==> src/rtl/pcs_mgmt_pkg.sv <==
package pcs_mgmt_pkg;

    localparam int AW = 16;
    localparam int DW = 16;

    localparam logic [AW-1:0] ADDR_CTRL  = 16'h0000;
    localparam logic [AW-1:0] ADDR_STAT1 = 16'h0001;
    localparam logic [AW-1:0] ADDR_STAT2 = 16'h0002;
    localparam logic [AW-1:0] ADDR_LANE  = 16'h0003;
    localparam logic [AW-1:0] ADDR_TPAT  = 16'h0004;

    localparam int B_SRST   = 15;
    localparam int B_LPBK   = 14;
    localparam int B_SPEED  = 13;
    localparam int B_PWDN   = 11;
    localparam int B_FLTSUM = 7;
    localparam int B_TXF    = 11;
    localparam int B_RXF    = 10;
    localparam int B_ALIGN  = 12;
    localparam int B_TPABLE = 11;
    localparam int B_TPEN   = 2;

    typedef enum logic [2:0] {
        SEL_CTRL,
        SEL_STAT1,
        SEL_STAT2,
        SEL_LANE,
        SEL_TPAT,
        SEL_NONE
    } rsel_e;

    typedef struct packed {
        logic       srst;
        logic       loopback;
        logic       pwrdn;
        logic       tp_en;
        logic [1:0] tp_sel;
    } ctrl_t;

    typedef struct packed {
        logic rx;
        logic tx;
    } fault_t;

    function automatic rsel_e decode_addr(input logic [AW-1:0] a);
        rsel_e s;
        case (a)
            ADDR_CTRL:  s = SEL_CTRL;
            ADDR_STAT1: s = SEL_STAT1;
            ADDR_STAT2: s = SEL_STAT2;
            ADDR_LANE:  s = SEL_LANE;
            ADDR_TPAT:  s = SEL_TPAT;
            default:    s = SEL_NONE;
        endcase
        return s;
    endfunction

    function automatic logic [DW-1:0] ctrl_word(input ctrl_t c);
        logic [DW-1:0] w;
        w          = '0;
        w[B_SRST]  = c.srst;
        w[B_LPBK]  = c.loopback;
        w[B_SPEED] = 1'b1;
        w[B_PWDN]  = c.pwrdn;
        return w;
    endfunction

    function automatic logic [DW-1:0] stat2_word(input fault_t f);
        logic [DW-1:0] w;
        w        = '0;
        w[15:14] = 2'b10;
        w[B_TXF] = f.tx;
        w[B_RXF] = f.rx;
        return w;
    endfunction

    function automatic logic [DW-1:0] tpat_word(input ctrl_t c);
        logic [DW-1:0] w;
        w         = '0;
        w[B_TPEN] = c.tp_en;
        w[1:0]    = c.tp_sel;
        return w;
    endfunction

endpackage

==> src/rtl/pcs_ctrl_regs.sv <==
module pcs_ctrl_regs
    import pcs_mgmt_pkg::*;
#(
    parameter int SRST_CYCLES = 4
) (
    input  logic          clk,
    input  logic          rst,
    input  logic          wr_ctrl,
    input  logic          wr_tpat,
    input  logic [DW-1:0] wdata,
    output ctrl_t         ctrl
);
    localparam int CW = (SRST_CYCLES > 1) ? $clog2(SRST_CYCLES) : 1;
    localparam logic [CW-1:0] CNT_LOAD = CW'(SRST_CYCLES - 1);

    ctrl_t         ctrl_q;
    logic [CW-1:0] srst_cnt;

    always_ff @(posedge clk) begin
        if (rst) begin
            ctrl_q   <= '0;
            srst_cnt <= '0;
        end else begin
            if (wr_ctrl && wdata[B_SRST]) begin
                ctrl_q.srst <= 1'b1;
                srst_cnt    <= CNT_LOAD;
            end else if (ctrl_q.srst) begin
                if (srst_cnt == '0) begin
                    ctrl_q.srst <= 1'b0;
                end else begin
                    srst_cnt <= srst_cnt - 1'b1;
                end
            end
            if (wr_ctrl) begin
                ctrl_q.loopback <= wdata[B_LPBK];
                ctrl_q.pwrdn    <= wdata[B_PWDN];
            end
            if (wr_tpat) begin
                ctrl_q.tp_en  <= wdata[B_TPEN];
                ctrl_q.tp_sel <= wdata[1:0];
            end
        end
    end

    assign ctrl = ctrl_q;

endmodule

==> src/rtl/pcs_fault_latch.sv <==
module pcs_fault_latch (
    input  logic clk,
    input  logic rst,
    input  logic fault_in,
    input  logic clr,
    output logic sticky
);
    logic sticky_q;

    always_ff @(posedge clk) begin
        if (rst) begin
            sticky_q <= 1'b0;
        end else begin
            sticky_q <= fault_in | (sticky_q & ~clr);
        end
    end

    assign sticky = sticky_q;

endmodule

==> src/rtl/pcs_rd_mux.sv <==
module pcs_rd_mux
    import pcs_mgmt_pkg::*;
#(
    parameter int NUM_LANES = 4
) (
    input  rsel_e                sel,
    input  ctrl_t                ctrl,
    input  fault_t               flt,
    input  logic [NUM_LANES-1:0] lane_sync,
    input  logic                 lanes_aligned,
    output logic [DW-1:0]        word
);
    always_comb begin
        word = '0;
        case (sel)
            SEL_CTRL:  word = ctrl_word(ctrl);
            SEL_STAT1: word[B_FLTSUM] = flt.tx | flt.rx;
            SEL_STAT2: word = stat2_word(flt);
            SEL_LANE: begin
                word[B_ALIGN]       = lanes_aligned;
                word[B_TPABLE]      = 1'b1;
                word[NUM_LANES-1:0] = lane_sync;
            end
            SEL_TPAT:  word = tpat_word(ctrl);
            default:   word = '0;
        endcase
    end

endmodule

==> src/rtl/pcs_mgmt_regs.sv <==
module pcs_mgmt_regs
    import pcs_mgmt_pkg::*;
#(
    parameter int NUM_LANES   = 4,
    parameter int SRST_CYCLES = 4
) (
    input  logic                 clk,
    input  logic                 rst,
    input  logic                 wr_en,
    input  logic                 rd_en,
    input  logic [15:0]          addr,
    input  logic [15:0]          wdata,
    output logic [15:0]          rdata,
    input  logic [NUM_LANES-1:0] lane_sync,
    input  logic                 lanes_aligned,
    input  logic                 tx_fault_in,
    input  logic                 rx_fault_in,
    input  logic                 mgmt_en,
    input  logic                 flt_clr_cfg,
    output logic                 soft_rst,
    output logic                 loopback,
    output logic                 power_down,
    output logic                 tp_enable,
    output logic [1:0]           tp_select
);
    localparam int NFLT = 2;

    rsel_e         sel;
    ctrl_t         ctrl;
    fault_t        flt;
    logic [NFLT-1:0] flt_lat;
    logic [NFLT-1:0] flt_src;
    logic          cfg_q;
    logic          cfg_rise_clr;
    logic          rd_clr;
    logic [DW-1:0] rd_word;
    logic [DW-1:0] rdata_q;

    assign sel = decode_addr(addr);

    pcs_ctrl_regs #(.SRST_CYCLES(SRST_CYCLES)) ctrl_i (
        .clk     (clk),
        .rst     (rst),
        .wr_ctrl (wr_en && (sel == SEL_CTRL)),
        .wr_tpat (wr_en && (sel == SEL_TPAT)),
        .wdata   (wdata),
        .ctrl    (ctrl)
    );

    always_ff @(posedge clk) begin
        if (rst) begin
            cfg_q <= 1'b0;
        end else begin
            cfg_q <= flt_clr_cfg;
        end
    end

    assign cfg_rise_clr = !mgmt_en && flt_clr_cfg && !cfg_q;
    assign rd_clr       = rd_en && (sel == SEL_STAT2);
    assign flt_src      = {rx_fault_in, tx_fault_in};

    generate
        for (genvar i = 0; i < NFLT; i++) begin : g_flt
            pcs_fault_latch lat_i (
                .clk      (clk),
                .rst      (rst),
                .fault_in (flt_src[i]),
                .clr      (rd_clr | cfg_rise_clr),
                .sticky   (flt_lat[i])
            );
        end
    endgenerate

    assign flt.tx = flt_lat[0];
    assign flt.rx = flt_lat[1];

    pcs_rd_mux #(.NUM_LANES(NUM_LANES)) mux_i (
        .sel           (sel),
        .ctrl          (ctrl),
        .flt           (flt),
        .lane_sync     (lane_sync),
        .lanes_aligned (lanes_aligned),
        .word          (rd_word)
    );

    always_ff @(posedge clk) begin
        if (rst) begin
            rdata_q <= '0;
        end else if (rd_en) begin
            rdata_q <= rd_word;
        end
    end

    assign rdata      = rdata_q;
    assign soft_rst   = ctrl.srst;
    assign loopback   = ctrl.loopback;
    assign power_down = ctrl.pwrdn;
    assign tp_enable  = ctrl.tp_en;
    assign tp_select  = ctrl.tp_sel;

endmodule

==> config.mk <==
export PLATFORM = sky130hd
export DESIGN_NAME = pcs_mgmt_regs
export DESIGN_NICKNAME = d
export VERILOG_FILES = /design/src/rtl/pcs_mgmt_pkg.sv /design/src/rtl/pcs_ctrl_regs.sv /design/src/rtl/pcs_fault_latch.sv /design/src/rtl/pcs_rd_mux.sv /design/src/rtl/pcs_mgmt_regs.sv
export SDC_FILE = /design/constraint.sdc
export NUM_CORES = 1
export LEC_CHECK = 0
export CAP_MARGIN = 40
export CELL_PAD_IN_SITES_DETAIL_PLACEMENT = 1
export CELL_PAD_IN_SITES_GLOBAL_PLACEMENT = 2
export CORE_MARGIN = 10
export CORE_UTILIZATION = 35
export CTS_CLUSTER_SIZE = 30
export DETAILED_ROUTE_END_ITERATION = 8
export DONT_BUFFER_PORTS = 1
export GPL_TIMING_DRIVEN = 1
export MAX_ROUTING_LAYER = met4
export PLACE_DENSITY_LB_ADDON = 0.1
export SLEW_MARGIN = 20
export SYNTH_ARGS = -nofsm -noshare
export SYNTH_HDL_FRONTEND = slang
export SYNTH_SLANG_ARGS = --single-unit
==> constraint.sdc <==
create_clock -name clk -period 2.9 [get_ports clk]
set_input_delay 0.435 -clock clk [delete_from_list [all_inputs] [get_ports clk]]
set_output_delay 0.435 -clock clk [all_outputs]
set_load 0.01 [all_outputs]
==> impl_metrics.tcl <==
set metrics [dict create \
    path_cells "or4_1, nor4_2, nand4_1, a21oi_1" \
    tightest_slew_ns 0.518 \
    regToRegSetupSlack_ns 1.69 \
    peakVddDrop_uv 107 \
    reg2reg_to "ctrl_i.srst_cnt[0]" \
    dr.pass1.iters 4 \
    synth_edf_count 0 \
    worstSetupPathDepth 4 \
    path_buf_inv 0 \
    antenna_found_initial 0 \
    grt_setup_unrepaired "no" \
    ys.flop_type "dfxtp_1" \
    r2r_cells 5 \
    yosysWarnings 0 \
    antennaDiodeCount 0 \
    finalCritPeriodShare_pct 60.7 \
    setup_viol 0 \
    grt_use_total_pct 10.2 \
    clk-insertion-delay-late_ns 0.31 \
    placementRows 20 \
    clkTransAtPathRegs_ns 0.12 \
    layout.nets 175 \
    critPathArrivalTime_ns 2.01 \
    fin_area_um2 1180 \
    hpwlAfterDp_um 2650 \
    synth.avg_cell_area_um2 8.75 \
    most-common-layout-cells "dfxtp_1, a21oi_1, nand2b_1, nand3_1" \
    synth_area_leaders "dfxtp_1, a21oi_1, nand2b_1" \
    r2r-start "ctrl_i.srst_cnt[0]" \
    netlist_area_um2 1150 \
    hold_viol 0 \
    root_buffer "clkbuf_4" \
    powerDensity_nw_per_um2 429 \
    io_pins 67 \
    start_kind "input port" \
    cts_tree "done" \
    fillers 392 \
    endpoint "ctrl_i.srst_cnt[1]" \
    whs_ns 0.176 \
    portBuffers 0 \
    fp.dieArea_um2 5960 \
    htreeDepth 1 \
    fp.dieW_um 77.2 \
    fin_cells 172 \
    vias_per_cell 5.48 \
    max_freq_mhz 568 \
    core_um2 3100 \
    hold_class "in2reg" \
    ys_seq_elements 22 \
    cts_setup_buffers 0 \
    outcome "completed" \
    worstPathMaxFanout 7 \
    grt_first_pass_wirelength_um 4790 \
    cp_top_family "simple AND/OR/NAND/NOR gates" \
    grt.overflow.total 0 \
    drt_iter0_drc 30 \
    fin_total_pwr_mw 0.507 \
    syn2layout_area_growth_pct 3.28 \
    post_cts_resized 0 \
    power_leakage_nw 0.364 \
    place_inst 168 \
    critPathCaptureType "flop" \
    relSlewSlack_pct 65.2 \
    yosysSeqAreaShare_pct 38.4 \
    worst_path_max_delay_cell "or4_1" \
    multi_input_area_um2 629 \
    syn_inst 131 \
    grt_max_degree 24 \
    drive_above_1_share_pct 10.9 \
    skew_ns 0.00199 \
    clkSinkCount 22 \
    yosysUniqueCellTypes 41 \
    seq_area_um2 440 \
    cts_hold_buffers 0 \
    die_h_um 77.2 \
    drc 0 \
    gp_congestion 0.762 \
    setup_tns_ns 0 \
    placed_cell_area_um2 1150 \
    fin_crit_ns 1.76 \
    grt_pass1_vias 938 \
    maxCapViolCount 0 \
    cp.required_ns 3.15 \
    cpPeakStageDelay_ns 0.70 \
    synth_top_area_cell "dfxtp_1" \
    final_common_cell "dfxtp_1" \
    synth_top_cell_area_share_pct 38.4 \
    cp-startpoint "addr[9]" \
    vias 943 \
    slew_violations 0 \
    postRouteAntennaNets 0 \
    routedWlPerCell_um 18.2 \
    wl_um 3130 \
    numCtsBuffers 3 \
    criticalPathCategory "in2reg" \
    async_flop_share_pct 0 \
    initial_utilization_pct 36.9 \
    ctsLongestPathBuffers 2 \
]
through the flow:
stage | utilization [%] | setup WS [ns]
6_report | 38.1 | 1.14
3_3_place_gp | 37.0 | 0.838
4_1_cts | 38.1 | 1.09
2_1_floorplan | - | 0.979
3_5_place_dp | 37.0 | 0.769
5_1_grt | 38.1 | 1.02
area by class of cell:
cell class,instances,area share (%)
inverters,6,1.90
clock buffers,4,3.07
flip-flops and latches,22,37.2
multi-input cells,96,53.2
well taps,44,4.65
routing by layer:
metal	global-route usage, %	vias up	part of all wire [%]
met5	-	-	0
met4	4.38	0	1.8
met3	3.61	5	8.6
met2	16.0	39	48
met1	11.4	427	42
li1	-	472	-
worst register-to-register path, cell delays in order (launching register included):
cell and delay (ns):
dfxtp_1 0.37, inv_1 0.05, ha_1 0.18, nor2b_1 0.26
xnor2_1 0.16, a21oi_1 0.09
registers in the layout, summed over array words and instances (netlist names):
register            count
ctrl_i.ctrl             6
rdata                  11
g_flt.lat_i.sticky      2
cfg_q                   1
ctrl_i.srst_cnt         2
cells by family after synthesis:
family,synth area share [%]
xor+xnor,0.764
other cells,0.327
flops,38.4
compound gates,19.3
buf+inv,7.97
fa+ha+maj,1.09
simple gates,32.1
power by group:
group	switching, mW	internal, mW	leakage [nW]
logic	0.0160	0.0135	0.164
clock network	0.0905	0.0767	0.0210
registers	0.00396	0.307	0.179
total	0.110	0.397	0.364
how the worst min path moves through the flow:
stage                endpoint  depth (start not counted)  slack (ns)             startpoint
floorplan           rdata[10]                          2        0.46  g_flt[1].lat_i.sticky
global placement    rdata[10]                          2        0.50  g_flt[1].lat_i.sticky
detailed placement  rdata[10]                          2        0.49  g_flt[1].lat_i.sticky
CTS                 rdata[14]                          1        0.17                    rst
global route        rdata[13]                          1        0.14                    rst
finish               rdata[7]                          1        0.18                    rst
cell usage after synthesis, types with 3 or more instances:
library cell,n
buf_4,5
nand4_1,5
nor2_1,6
a22oi_1,3
clkbuf_1,4
or4_1,3
o21ai_0,5
dfxtp_1,22
a211oi_1,3
nand2b_1,8
nor2b_1,4
nand3_1,8
inv_1,6
a21oi_1,16
Power figures use the tool's default switching activity.
